`config.mk`:
```
export PLATFORM = sky130hd
export DESIGN_NAME = sync_out_cond
export DESIGN_NICKNAME = d
export VERILOG_FILES = /design/src/rtl/sync_cond_pkg.sv /design/src/rtl/sync_ctrl_regs.sv /design/src/rtl/sync_line_timer.sv /design/src/rtl/sync_hpulse_fsm.sv /design/src/rtl/sync_out_cond.sv
export SDC_FILE = /design/constraint.sdc
export NUM_CORES = 1
export LEC_CHECK = 0
export BUFFER_PORTS_ARGS = -buffer_cell sky130_fd_sc_hd__buf_4
export CAP_MARGIN = 20
export CORE_UTILIZATION = 60
export CTS_CLUSTER_DIAMETER = 150
export DETAILED_ROUTE_END_ITERATION = 7
export PLACE_DENSITY_LB_ADDON = 0.1
export SLEW_MARGIN = 20
export SYNTH_ARGS = -nofsm -noshare
export SYNTH_HDL_FRONTEND = slang
export SYNTH_HIERARCHICAL = 1
export SYNTH_SLANG_ARGS = --single-unit
```
`constraint.sdc`:
```
create_clock -name clk -period 10.9 [get_ports clk]
set_input_delay 0.545 -clock clk [delete_from_list [all_inputs] [get_ports clk]]
set_output_delay 0.545 -clock clk [all_outputs]
set_load 0.05 [all_outputs]
```
`src/rtl/sync_cond_pkg.sv`:
```
package sync_cond_pkg;

    typedef struct packed {
        logic pin_coast;
        logic rsv6;
        logic rsv5;
        logic vs_raw;
        logic rsv3;
        logic lead_lock;
        logic coast_inv;
        logic out_off;
    } ctrl_t;

    localparam logic [7:0] CTRL_LIVE_MASK = 8'h97;

    typedef enum logic [1:0] {
        HS_ACQ  = 2'd0,
        HS_GAP  = 2'd1,
        HS_HIGH = 2'd2
    } hs_state_t;

endpackage

```
`src/rtl/sync_ctrl_regs.sv`:
```
module sync_ctrl_regs
    import sync_cond_pkg::*;
#(
    parameter int WID_W = 8
) (
    input  logic             clk,
    input  logic             rst_n,
    input  logic             lock,
    input  logic             ctrl_we,
    input  logic [7:0]       ctrl_wdata,
    input  logic             width_we,
    input  logic [WID_W-1:0] width_wdata,
    output ctrl_t            cfg_act,
    output ctrl_t            cfg_eff,
    output logic [WID_W-1:0] wid_eff
);

    ctrl_t            cfg_pend;
    logic [WID_W-1:0] wid_pend;
    logic [WID_W-1:0] wid_act;

    always_ff @(posedge clk) begin
        if (!rst_n) begin
            cfg_pend <= '0;
            wid_pend <= '0;
        end else begin
            if (ctrl_we)  cfg_pend <= ctrl_t'(ctrl_wdata & CTRL_LIVE_MASK);
            if (width_we) wid_pend <= width_wdata;
        end
    end

    always_ff @(posedge clk) begin
        if (!rst_n) begin
            cfg_act <= '0;
            wid_act <= '0;
        end else if (lock) begin
            cfg_act <= cfg_pend;
            wid_act <= wid_pend;
        end
    end

    assign cfg_eff = lock ? cfg_pend : cfg_act;
    assign wid_eff = lock ? wid_pend : wid_act;

    // settings in use only change at a lock edge
    a_r10_hold: assert property (@(posedge clk) disable iff (!rst_n)
        !lock |=> ($stable(cfg_act) && $stable(wid_act)));

endmodule

```
`src/rtl/sync_line_timer.sv`:
```
module sync_line_timer #(
    parameter int CNT_W = 12
) (
    input  logic             clk,
    input  logic             rst_n,
    input  logic             lock,
    output logic [CNT_W-1:0] cnt,
    output logic [CNT_W-1:0] period,
    output logic             armed
);

    localparam logic [CNT_W-1:0] CNT_MAX = '1;

    always_ff @(posedge clk) begin
        if (!rst_n) begin
            cnt    <= '0;
            period <= '0;
            armed  <= 1'b0;
        end else if (lock) begin
            cnt    <= '0;
            period <= (cnt == CNT_MAX) ? CNT_MAX : cnt + 1'b1;
            armed  <= 1'b1;
        end else if (cnt != CNT_MAX) begin
            cnt <= cnt + 1'b1;
        end
    end

endmodule

```
`src/rtl/sync_hpulse_fsm.sv`:
```
module sync_hpulse_fsm
    import sync_cond_pkg::*;
#(
    parameter int CNT_W = 12,
    parameter int WID_W = 8
) (
    input  logic             clk,
    input  logic             rst_n,
    input  logic             lock,
    input  logic             lead,
    input  logic [WID_W-1:0] width,
    input  logic             armed,
    input  logic [CNT_W-1:0] period,
    input  logic [CNT_W-1:0] cnt,
    output logic             hs_high,
    output logic             act_edge
);

    hs_state_t        state, state_n;
    logic [WID_W-1:0] wcnt;
    logic [CNT_W-1:0] wid_x;
    logic             start_trail;

    assign wid_x = CNT_W'(width);
    assign start_trail = !lead && (width != '0) && (wid_x < period)
                         && (cnt == period - wid_x - 1'b1);

    always_ff @(posedge clk) begin
        if (!rst_n) state <= HS_ACQ;
        else        state <= state_n;
    end

    always_comb begin
        state_n = state;
        if (lock) begin
            if (lead)       state_n = (width != '0) ? HS_HIGH : HS_GAP;
            else if (armed) state_n = HS_GAP;
            else            state_n = HS_ACQ;
        end else begin
            unique case (state)
                HS_ACQ:  state_n = HS_ACQ;
                HS_GAP:  if (start_trail) state_n = HS_HIGH;
                HS_HIGH: if (lead && wcnt == '0) state_n = HS_GAP;
                default: state_n = HS_ACQ;
            endcase
        end
    end

    always_ff @(posedge clk) begin
        if (!rst_n)                     wcnt <= '0;
        else if (lock)                  wcnt <= width - 1'b1;
        else if (state == HS_HIGH && wcnt != '0) wcnt <= wcnt - 1'b1;
    end

    always_comb begin
        hs_high  = (state == HS_HIGH);
        act_edge = lead ? (state != HS_HIGH && state_n == HS_HIGH)
                        : (state == HS_HIGH && state_n != HS_HIGH);
    end

    // a non-zero width in leading mode starts the pulse at the lock edge
    a_r3_lead_start: assert property (@(posedge clk) disable iff (!rst_n)
        (lock && lead && width != '0) |=> hs_high);
    // in trailing mode the pulse is held until a lock edge ends it
    a_r4_trail_hold: assert property (@(posedge clk) disable iff (!rst_n)
        (hs_high && !lead && !lock) |=> hs_high);
    // no trailing pulse before a period has been measured
    a_r5_no_early: assert property (@(posedge clk) disable iff (!rst_n)
        (!armed && !lead) |=> !hs_high);
    // zero width suppresses the pulse
    a_r6_zero_width: assert property (@(posedge clk) disable iff (!rst_n)
        (lock && width == '0) |=> !hs_high);

endmodule

```
`src/rtl/sync_out_cond.sv`:
```
module sync_out_cond
    import sync_cond_pkg::*;
#(
    parameter int CNT_W = 12,
    parameter int WID_W = 8
) (
    input  logic             clk,
    input  logic             rst_n,
    input  logic             hsync_in,
    input  logic             vsync_in,
    input  logic             coast_in,
    input  logic             ctrl_we,
    input  logic [7:0]       ctrl_wdata,
    input  logic             width_we,
    input  logic [WID_W-1:0] width_wdata,
    output logic             hs_out,
    output logic             vs_out,
    output logic             coast_out,
    output logic             vpin_out,
    output logic             sync_oe
);

    logic             hs_prev, lock;
    ctrl_t            cfg_act, cfg_eff;
    logic [WID_W-1:0] wid_eff;
    logic [CNT_W-1:0] cnt, period;
    logic             armed, hs_edge;
    logic             vs_ret, vs_raw_q, coast_q;

    always_ff @(posedge clk) begin
        if (!rst_n) hs_prev <= 1'b0;
        else        hs_prev <= hsync_in;
    end
    assign lock = hsync_in && !hs_prev;

    sync_ctrl_regs #(.WID_W(WID_W)) u_regs (
        .clk(clk), .rst_n(rst_n), .lock(lock),
        .ctrl_we(ctrl_we), .ctrl_wdata(ctrl_wdata),
        .width_we(width_we), .width_wdata(width_wdata),
        .cfg_act(cfg_act), .cfg_eff(cfg_eff), .wid_eff(wid_eff)
    );

    sync_line_timer #(.CNT_W(CNT_W)) u_timer (
        .clk(clk), .rst_n(rst_n), .lock(lock),
        .cnt(cnt), .period(period), .armed(armed)
    );

    sync_hpulse_fsm #(.CNT_W(CNT_W), .WID_W(WID_W)) u_fsm (
        .clk(clk), .rst_n(rst_n), .lock(lock),
        .lead(cfg_eff.lead_lock), .width(wid_eff),
        .armed(armed), .period(period), .cnt(cnt),
        .hs_high(hs_out), .act_edge(hs_edge)
    );

    always_ff @(posedge clk) begin
        if (!rst_n) begin
            vs_ret   <= 1'b0;
            vs_raw_q <= 1'b0;
            coast_q  <= 1'b0;
        end else begin
            if (hs_edge) vs_ret <= vsync_in;
            vs_raw_q <= vsync_in;
            coast_q  <= coast_in ^ cfg_eff.coast_inv;
        end
    end

    assign vs_out    = cfg_act.vs_raw ? vs_raw_q : vs_ret;
    assign coast_out = coast_q;
    assign vpin_out  = cfg_act.pin_coast ? coast_q : vs_out;
    assign sync_oe   = !cfg_act.out_off;

    // the output enable only moves at a lock edge
    a_r1_oe_at_lock: assert property (@(posedge clk) disable iff (!rst_n)
        !$stable(sync_oe) |-> $past(lock));
    // a retimed vertical sync never moves without an edge on hs_out
    a_r7_vs_retime: assert property (@(posedge clk) disable iff (!rst_n)
        (!cfg_act.vs_raw && $stable(cfg_act) && $stable(hs_out)) |-> $stable(vs_out));

endmodule

```
==> results of run 1 <==
-- worst register-to-register path: stages, from the launching register on --
cell and delay, ns:
dfxtp_1 0.32, nor2b_4 0.09, buf_4 0.59, mux2_2 0.49, inv_1 0.12, ha_1 0.20, fa_1 0.44, xnor2_1 0.18
nand3_1 0.08, or3_1 0.31, nor4_1 0.37, nand4_1 0.17, or3_1 0.36, a311o_1 0.36, o21ai_1 0.18, mux2i_1 0.20
nor2b_1 0.06
-- metal layers --
layer	GRT usage	vias to the layer above	part of all wire	wire (um)
li1	-	1535	-	-
met1	0.284	1403	0.46	3510
met2	0.422	48	0.51	3900
met3	0.0560	4	0.030	232
met4	0.0684	0	0.0053	41
met5	0	-	0	0
-- through the flow --
| step | hold WS (ns) | util |
|---|---|---|
| 6_report | 0.415 | 0.699 |
| 5_1_grt | 0.418 | 0.699 |
| 4_1_cts | 0.402 | 0.699 |
| 3_5_place_dp | 0.442 | 0.667 |
| 3_3_place_gp | 0.437 | 0.667 |
| 2_1_floorplan | 0.427 | - |
-- area by class of cell --
| class | count | area share |
|---|---|---|
| clock buffer | 12 | 0.0364 |
| tap | 75 | 0.0220 |
| clock inverter | 3 | 0.00940 |
| inverter | 22 | 0.0194 |
| timing repair buffer | 25 | 0.0441 |
| sequential | 65 | 0.305 |
| multi-input combinational | 319 | 0.563 |
-- power by group through the flow --
stage / clock [mW] / sequential [mW] / combinational [mW]
6_report: 0.204 / 0.259 / 0.122
5_1_grt: 0.220 / 0.260 / 0.134
4_1_cts: 0.209 / 0.259 / 0.122
3_5_place_dp: 0 / 0.264 / 0.121
3_3_place_gp: 0 / 0.264 / 0.118
2_1_floorplan: 0 / 0.263 / 0.0991
-- state kept, by name (all words and copies together) (netlist names) --
| signal | cells |
|---|---|
| vs_ret | 1 |
| u_timer/period | 12 |
| u_fsm/wcnt | 8 |
| hs_prev | 1 |
| u_fsm/state | 2 |
| coast_out | 1 |
| u_regs/cfg_act | 5 |
| u_timer/armed | 1 |
| u_regs/cfg_pend | 5 |
| u_regs/wid_pend | 8 |
| u_timer/cnt | 12 |
| vs_raw_q | 1 |
| u_regs/wid_act | 8 |
-- path summary, 6_finish.rpt --
path	startpoint	to	slack (ns)	depth (start not counted)
min reg2reg	u_timer/armed	u_timer/armed	0.46	1
max reg2reg	hs_prev	vs_ret	6.28	16
max	hs_prev	vs_ret	6.28	16
min	vsync_in	vs_raw_q	0.42	2
==> results list, run 1 <==
* Run status: complete, no violations
* Final min period: 4.62 ns
- Clock tree from TritonCTS: built
* Via count: 2990
- Slew @ Worst Pin: about 0.73 ns
- Critical path arrival: roughly 4.9 ns
- The floorplan has 28 rows.
* CTS root buffer: clkbuf_8
* Core Region: around 0.006 mm^2
- Once the clock tree was built, the resizer swapped 0 gates to a different size.
- Setup slack on the critical path of the routed design comes to roughly 6.3 ns.
* Relative slew slack: 0.515
- The congestion estimate from routability-driven global placement came to around 0.87.
- Cell-internal power: 0.425 mW
- Initial cell density of the core: 0.637
- Post-Syn Instances: roughly 420
- The share of total power dissipated in the clock network is 0.349.
- Most frequent cells in the layout: 65 x dfxtp_1, 31 x nor2_1, 26 x xnor2_1, 25 x buf_4, 24 x nand2_1
- Multi-input logic area: roughly 0.0024 mm^2
- The net count of the finished layout is 486.
* Type of element launching the critical path: register
* Tcrit/Tclk final: 0.424
- Relative area change from synthesis to final layout: 9.73%
- Cell occurring most often along the worst timing path: or3_1
* Switching component of the power: 0.160 mW
- Of the total power, registers draw 0.443.
* Sw Share: 0.274
* Number of buffers and inverters on the critical path: 2
- 0 antenna diodes ended up in the layout.
- Lkg Pwr: 1.78 nW
* Clock tree skew after final layout: 0.00501 ns
* WP data required: ~11 ns
- Max-cap violations in this run came to 0.
- Wire length of the first global-routing pass: 12.1 mm
- Setup violations remaining at the end of the flow were counted as 0.
* Combined area of all synthesized cells: about 0.0039 mm^2
- Setup repair after global routing left no endpoint under its margin.
* Cell area after placement: 0.00407 mm^2
* Maximum number of pins on one net before global-route repair: 70
* Clock sink total: 65
- Wires add up to between 7 and 8 mm.
- A synthesized cell averages 9.18 um^2.
- The critical path is of the register to register type.
- Yosys printed 6 warnings.
- At the later pin of the worst-skew pair, clock insertion delay measures about 0.34 ns.
- Input/output buffers: 24
- Initial antenna violation count: 0
* Placed cell count: around 510
* Via count of the first global-routing pass: between 2000 and 3000
* Number of H-tree branching levels: 3
* Power, Total: between 0.5 and 0.6 mW
- Of all nets on the critical path, the largest fanout is between 60 and 70.
* Top cell family by delay on the critical path: simple AND/OR/NAND/NOR gates
- The final number of max-transition violations came to 0.
- After global routing the overflow that remains totals 0.
- Syn nets: 467
* TritonCTS Buffers: 9
* Overall die height: 82.4 um
- Clock Path Buffers: 2
- Buffers inserted to repair hold after CTS numbered 0.
- After clock tree synthesis, the clock-pin slew on the worst setup and hold paths is 0.07 ns.
- VDD sags by at most 0.0000794 V.
- Ratio of cells with drive above 1 in the final layout: 0.150
- After clock tree synthesis, the setup repair step added 0 buffers.
- First-pass iteration count of the detailed router: 4
* Cells along the critical path: nor2b_4 > buf_4 > mux2_2 > inv_1 > ha_1 > fa_1 > xnor2_1 > nand3_1 > or3_1 > nor4_1 > nand4_1 > or3_1 > a311o_1 > o21ai_1 > mux2i_1 > nor2b_1
- Slowest cell on the critical path: buf_4
- After detailed routing, the number of remaining DRC violations is 0.
* Largest stage delay on the critical path: 0.59 ns
- The library cell used most frequently in the layout, excluding fill and tap cells, is dfxtp_1.
* Finished Layout Cells: 521
- The die covers 0.00680 mm^2.
- Number of top-level pins: 28
- Category of the worst setup path capture point: register
- Summing all flip-flop and latch instances after layout gives 0.00130 mm^2.
- The wire-length estimate of the detail-placed layout is between 5 and 6 mm.
- The share of total power dissipated in combinational logic is 0.208.
- Post-Layout Inst Area: between 0.004 and 0.005 mm^2
- In this run the worst hold path is classified as primary input to register.
- For this run, the top clock speed supported by timing is approximately 220 MHz.
- Via/cell ratio: approximately 5.7
- The layout has 499 filler cells.
- Routed wire length per instance: between 10 and 15 um
* DP Worst Slack: 6.00 ns
* Number of hold-slack violations in the final timing report: 0
- For the final routed database, the setup TNS stands at 0 ns.
- For this block, the initial DRC count from the detailed router was 113.
- The detail route stage leaves a number of antenna-violating nets equal to 0.
* Power density over the cells: approximately 140 mW/mm^2
- In this run the horizontal extent of the chip is 82.4 um.
- In the global route stage, overall resource usage came out at 0.238.
Power figures use the tool's default switching activity.
==> run 2: changes to the inputs <==
- clock period: 10.9 -> 4.49 ns (I/O delays scaled with it)
==> run 2 against run 1 <==
Setup slack got worse by 5.8 ns. Cell area grew 1.1%. Via count is 0.74% higher. Wire length up 1.6%. Clock power grew 140%. Utilization is 0.76 points higher. Sequential power rose by 140%. Critical endpoint unchanged. Largest cell class unchanged.
==> results list, run 2 (synthesis gave the netlist of run 1 again) <==
- For this block, the initial DRC count from the detailed router was 144.
- In this run the register-to-register setup slack is 0.47 ns.
* Clock transition at path regs: roughly 0.070 ns
- Category of the worst setup path capture point: register
* Ratio of cells with drive above 1 in the final layout: 0.163
* Number of setup violations in the final report: 0
- Tracing the worst setup path back leads to its startpoint at hs_prev.
- Clock tree from TritonCTS: built
* Input/output buffers: 24
- Cell occurring most often along the worst timing path: o21ai_1
- Half-perimeter wire length after detailed placement: 5.51 mm
* DRC errors left: 0
- Switching component of the power: 0.404 mW
* Type of the most critical hold path: primary input to register
- Die area: between 0.006 and 0.007 mm^2
- Part of the total power dissipated in combinational logic: 0.211
- GR Overflow Total: 0
- M3 GR Usage: 0.0462
- R2R depth: 15
* Initial antenna violation count: 0
- Via count of the first global-routing pass: 2888
- Before antenna repair, the detailed router went through 4 iterations.
- Hold repair after CTS inserted 0 buffers.
- CTS root buffer: clkbuf_8
* Biggest registers after layout: u_timer/cnt: 12 flops, u_timer/period: 12 flops
- Tcrit/Tclk final: 0.895
- Across every metal layer, demand over resource in global routing totals 0.258.
- Internal power comes to 1.02 mW.
- Cell area after placement: 0.00407 mm^2
- The worst setup path is of the register to register kind.
- Setup tns final: 0 ns
- Via count: 3012
* Most common cell after layout, fill and taps aside: dfxtp_1
- The final-report hold violation count came to 0.
- Startpoint of the worst-slack reg-to-reg timing path: hs_prev
* Most frequent cells in the layout: 65 x dfxtp_1, 31 x buf_4, 31 x nor2_1, 26 x xnor2_1, 24 x nand2_1
- For this design the top-level I/O count stands at 28.
- After global routing, the most crowded layer is met2.
* Routed wire length per instance: 14.8 um
- Number of core rows: 28
- Wires add up to slightly below 8 mm.
* Slew @ Worst Pin: around 0.6 ns
- The first global-routing pass estimated 13.1 mm of wire.
- Reg2Reg Capture Point: vs_ret
- Launch instance of the worst min-delay path: hsync_in
- Critical path arrival: 4.25 ns
- For the worst-skew pair, the clock arrives at the later sink with an insertion delay of 0.34 ns.
- Peak ir drop on the vdd network: 0.000293 V
- After layout, the design draws a total of 1.43 mW.
* Maximum number of pins on one net before global-route repair: 56
- Run status: complete, no violations
- Max-cap violations in this run came to 0.
* Cells along the critical path: nor2b_4 > buf_4 > mux2_2 > inv_1 > ha_1 > a21oi_2 > a21oi_1 > or3_4 > o311ai_2 > o21ai_1 > or3_1 > a311o_1 > o21ai_1 > mux2i_1 > nor2b_1
* WP data required: 4.72 ns
- Number of H-tree branching levels: 3
* Post-Layout Inst Area: 0.00431 mm^2
* Die width: between 80 and 90 um
- Final min period: around 4.0 ns
- The worst setup path is launched from a register.
* DP Worst Slack: 0.260 ns
- The count of nets left with antenna violations once routing finished came out at 0.
- The congestion estimate from routability-driven global placement came to 0.901.
- TritonCTS Buffers: 9
- Largest stage delay on the critical path: roughly 0.40 ns
* Unrepaired setup endpoints after global routing: false
- For met2 alone, demand over resource in global routing was 0.446.
* CP endpoint: vs_ret
- Clock Path Buffers: 2
- Relative slew slack: 0.588
- In the routed layout, each cell is associated on average with a via count of 5.70.
* Initial cell density of the core: 0.637
- Maximum frequency from static timing analysis: 249 MHz
* Overall die height: 82.4 um
* Lkg Pwr: 1.80 nW
- Global routing met1 resource utilization: 0.312
* Final core utilization: 0.706
* Share of power burned in the clock network: 0.348
- Clock tree skew after final layout: 0.0114 ns
- Clock sink total: 65
* Antenna Diode Count: 0
- Of all nets on the critical path, the largest fanout is 9.
- Relative area change from synthesis to final layout: 10.9%
- The share of total power dissipated in sequential elements is 0.441.
- Dividing total power by cell area gives a power density of 331 mW/mm^2.
* Core Region: about 0.006 mm^2
- At the end of the flow, the number of nets in the layout was ~500.
- Of the total power, the share spent switching nets is 0.283.
- Setup slack closes at around 0.47 ns.
- Slowest cell on the critical path: or3_1
- The final number of max-transition violations came to 0.
==> run 2: cell types whose count changed in the layout (fill, tap and decap cells not counted) <==
| cell | before | now |
|---|---|---|
| buf_4 | 25 | 31 |
| clkbuf_8 | 11 | 10 |
| clkinvlp_4 | 0 | 2 |
==> run 2: worst max-delay path, delay by kind of cell, from the launching register on <==
family / cells / cell delay [ns]
AOI/OAI and AO/OA: 6 / 1.28
and+or+nand+nor: 4 / 1.09
muxes: 2 / 0.60
buffers and inverters: 2 / 0.30
DFF: 1 / 0.32
adders and majority gates: 1 / 0.32
==> run 2: area by class of cell <==
| class | instances | area [um^2] |
|---|---|---|
| well taps | 75 | 93.8 |
| repair buffers | 31 | 233 |
| multi-input cells | 319 | 2400 |
| clock buffers | 11 | 141 |
| clock inverters | 5 | 55.1 |
| inverters | 22 | 82.6 |
| flip-flops and latches | 65 | 1300 |
| fillers | 519 | 1790 |
==> run 2: metrics by stage <==
stage                     instances  hold slack (ns)
after floorplan                 423            0.346
after global placement          507            0.439
after detailed placement        507            0.444
after CTS                       523           0.0836
after global routing            528           0.0944
final                           528           0.0982
==> run 2: timing repair <==
item	in CTS	in global routing
gates resized for setup	0	0
setup buffers	0	5
endpoints found under the setup margin	0	1
==> run 2: worst min-delay path by stage <==
stage / endpoint / cells after the start / slack [ns]
finish: hs_prev / 2 / 0.1
global route: vs_raw_q / 2 / 0.09
CTS: vs_raw_q / 2 / 0.08
detailed placement: hs_prev / 2 / 0.44
global placement: u_timer/armed / 1 / 0.44
floorplan: coast_out / 1 / 0.35
==> run 2: power groups by stage <==
stage | Combinational (mW) | Clock [mW] | Sequential (mW)
global route | 0.333 | 0.535 | 0.633
detailed placement | 0.293 | 0 | 0.642
floorplan | 0.241 | 0 | 0.638
global placement | 0.287 | 0 | 0.641
CTS | 0.295 | 0.510 | 0.629
finish | 0.300 | 0.496 | 0.629
==> run 2: per-layer routing <==
| layer | share of wire | vias up |
|---|---|---|
| met5 | 0 | - |
| met4 | 0.014 | 0 |
| met3 | 0.024 | 10 |
| met2 | 0.49 | 40 |
| met1 | 0.47 | 1426 |
| li1 | - | 1536 |
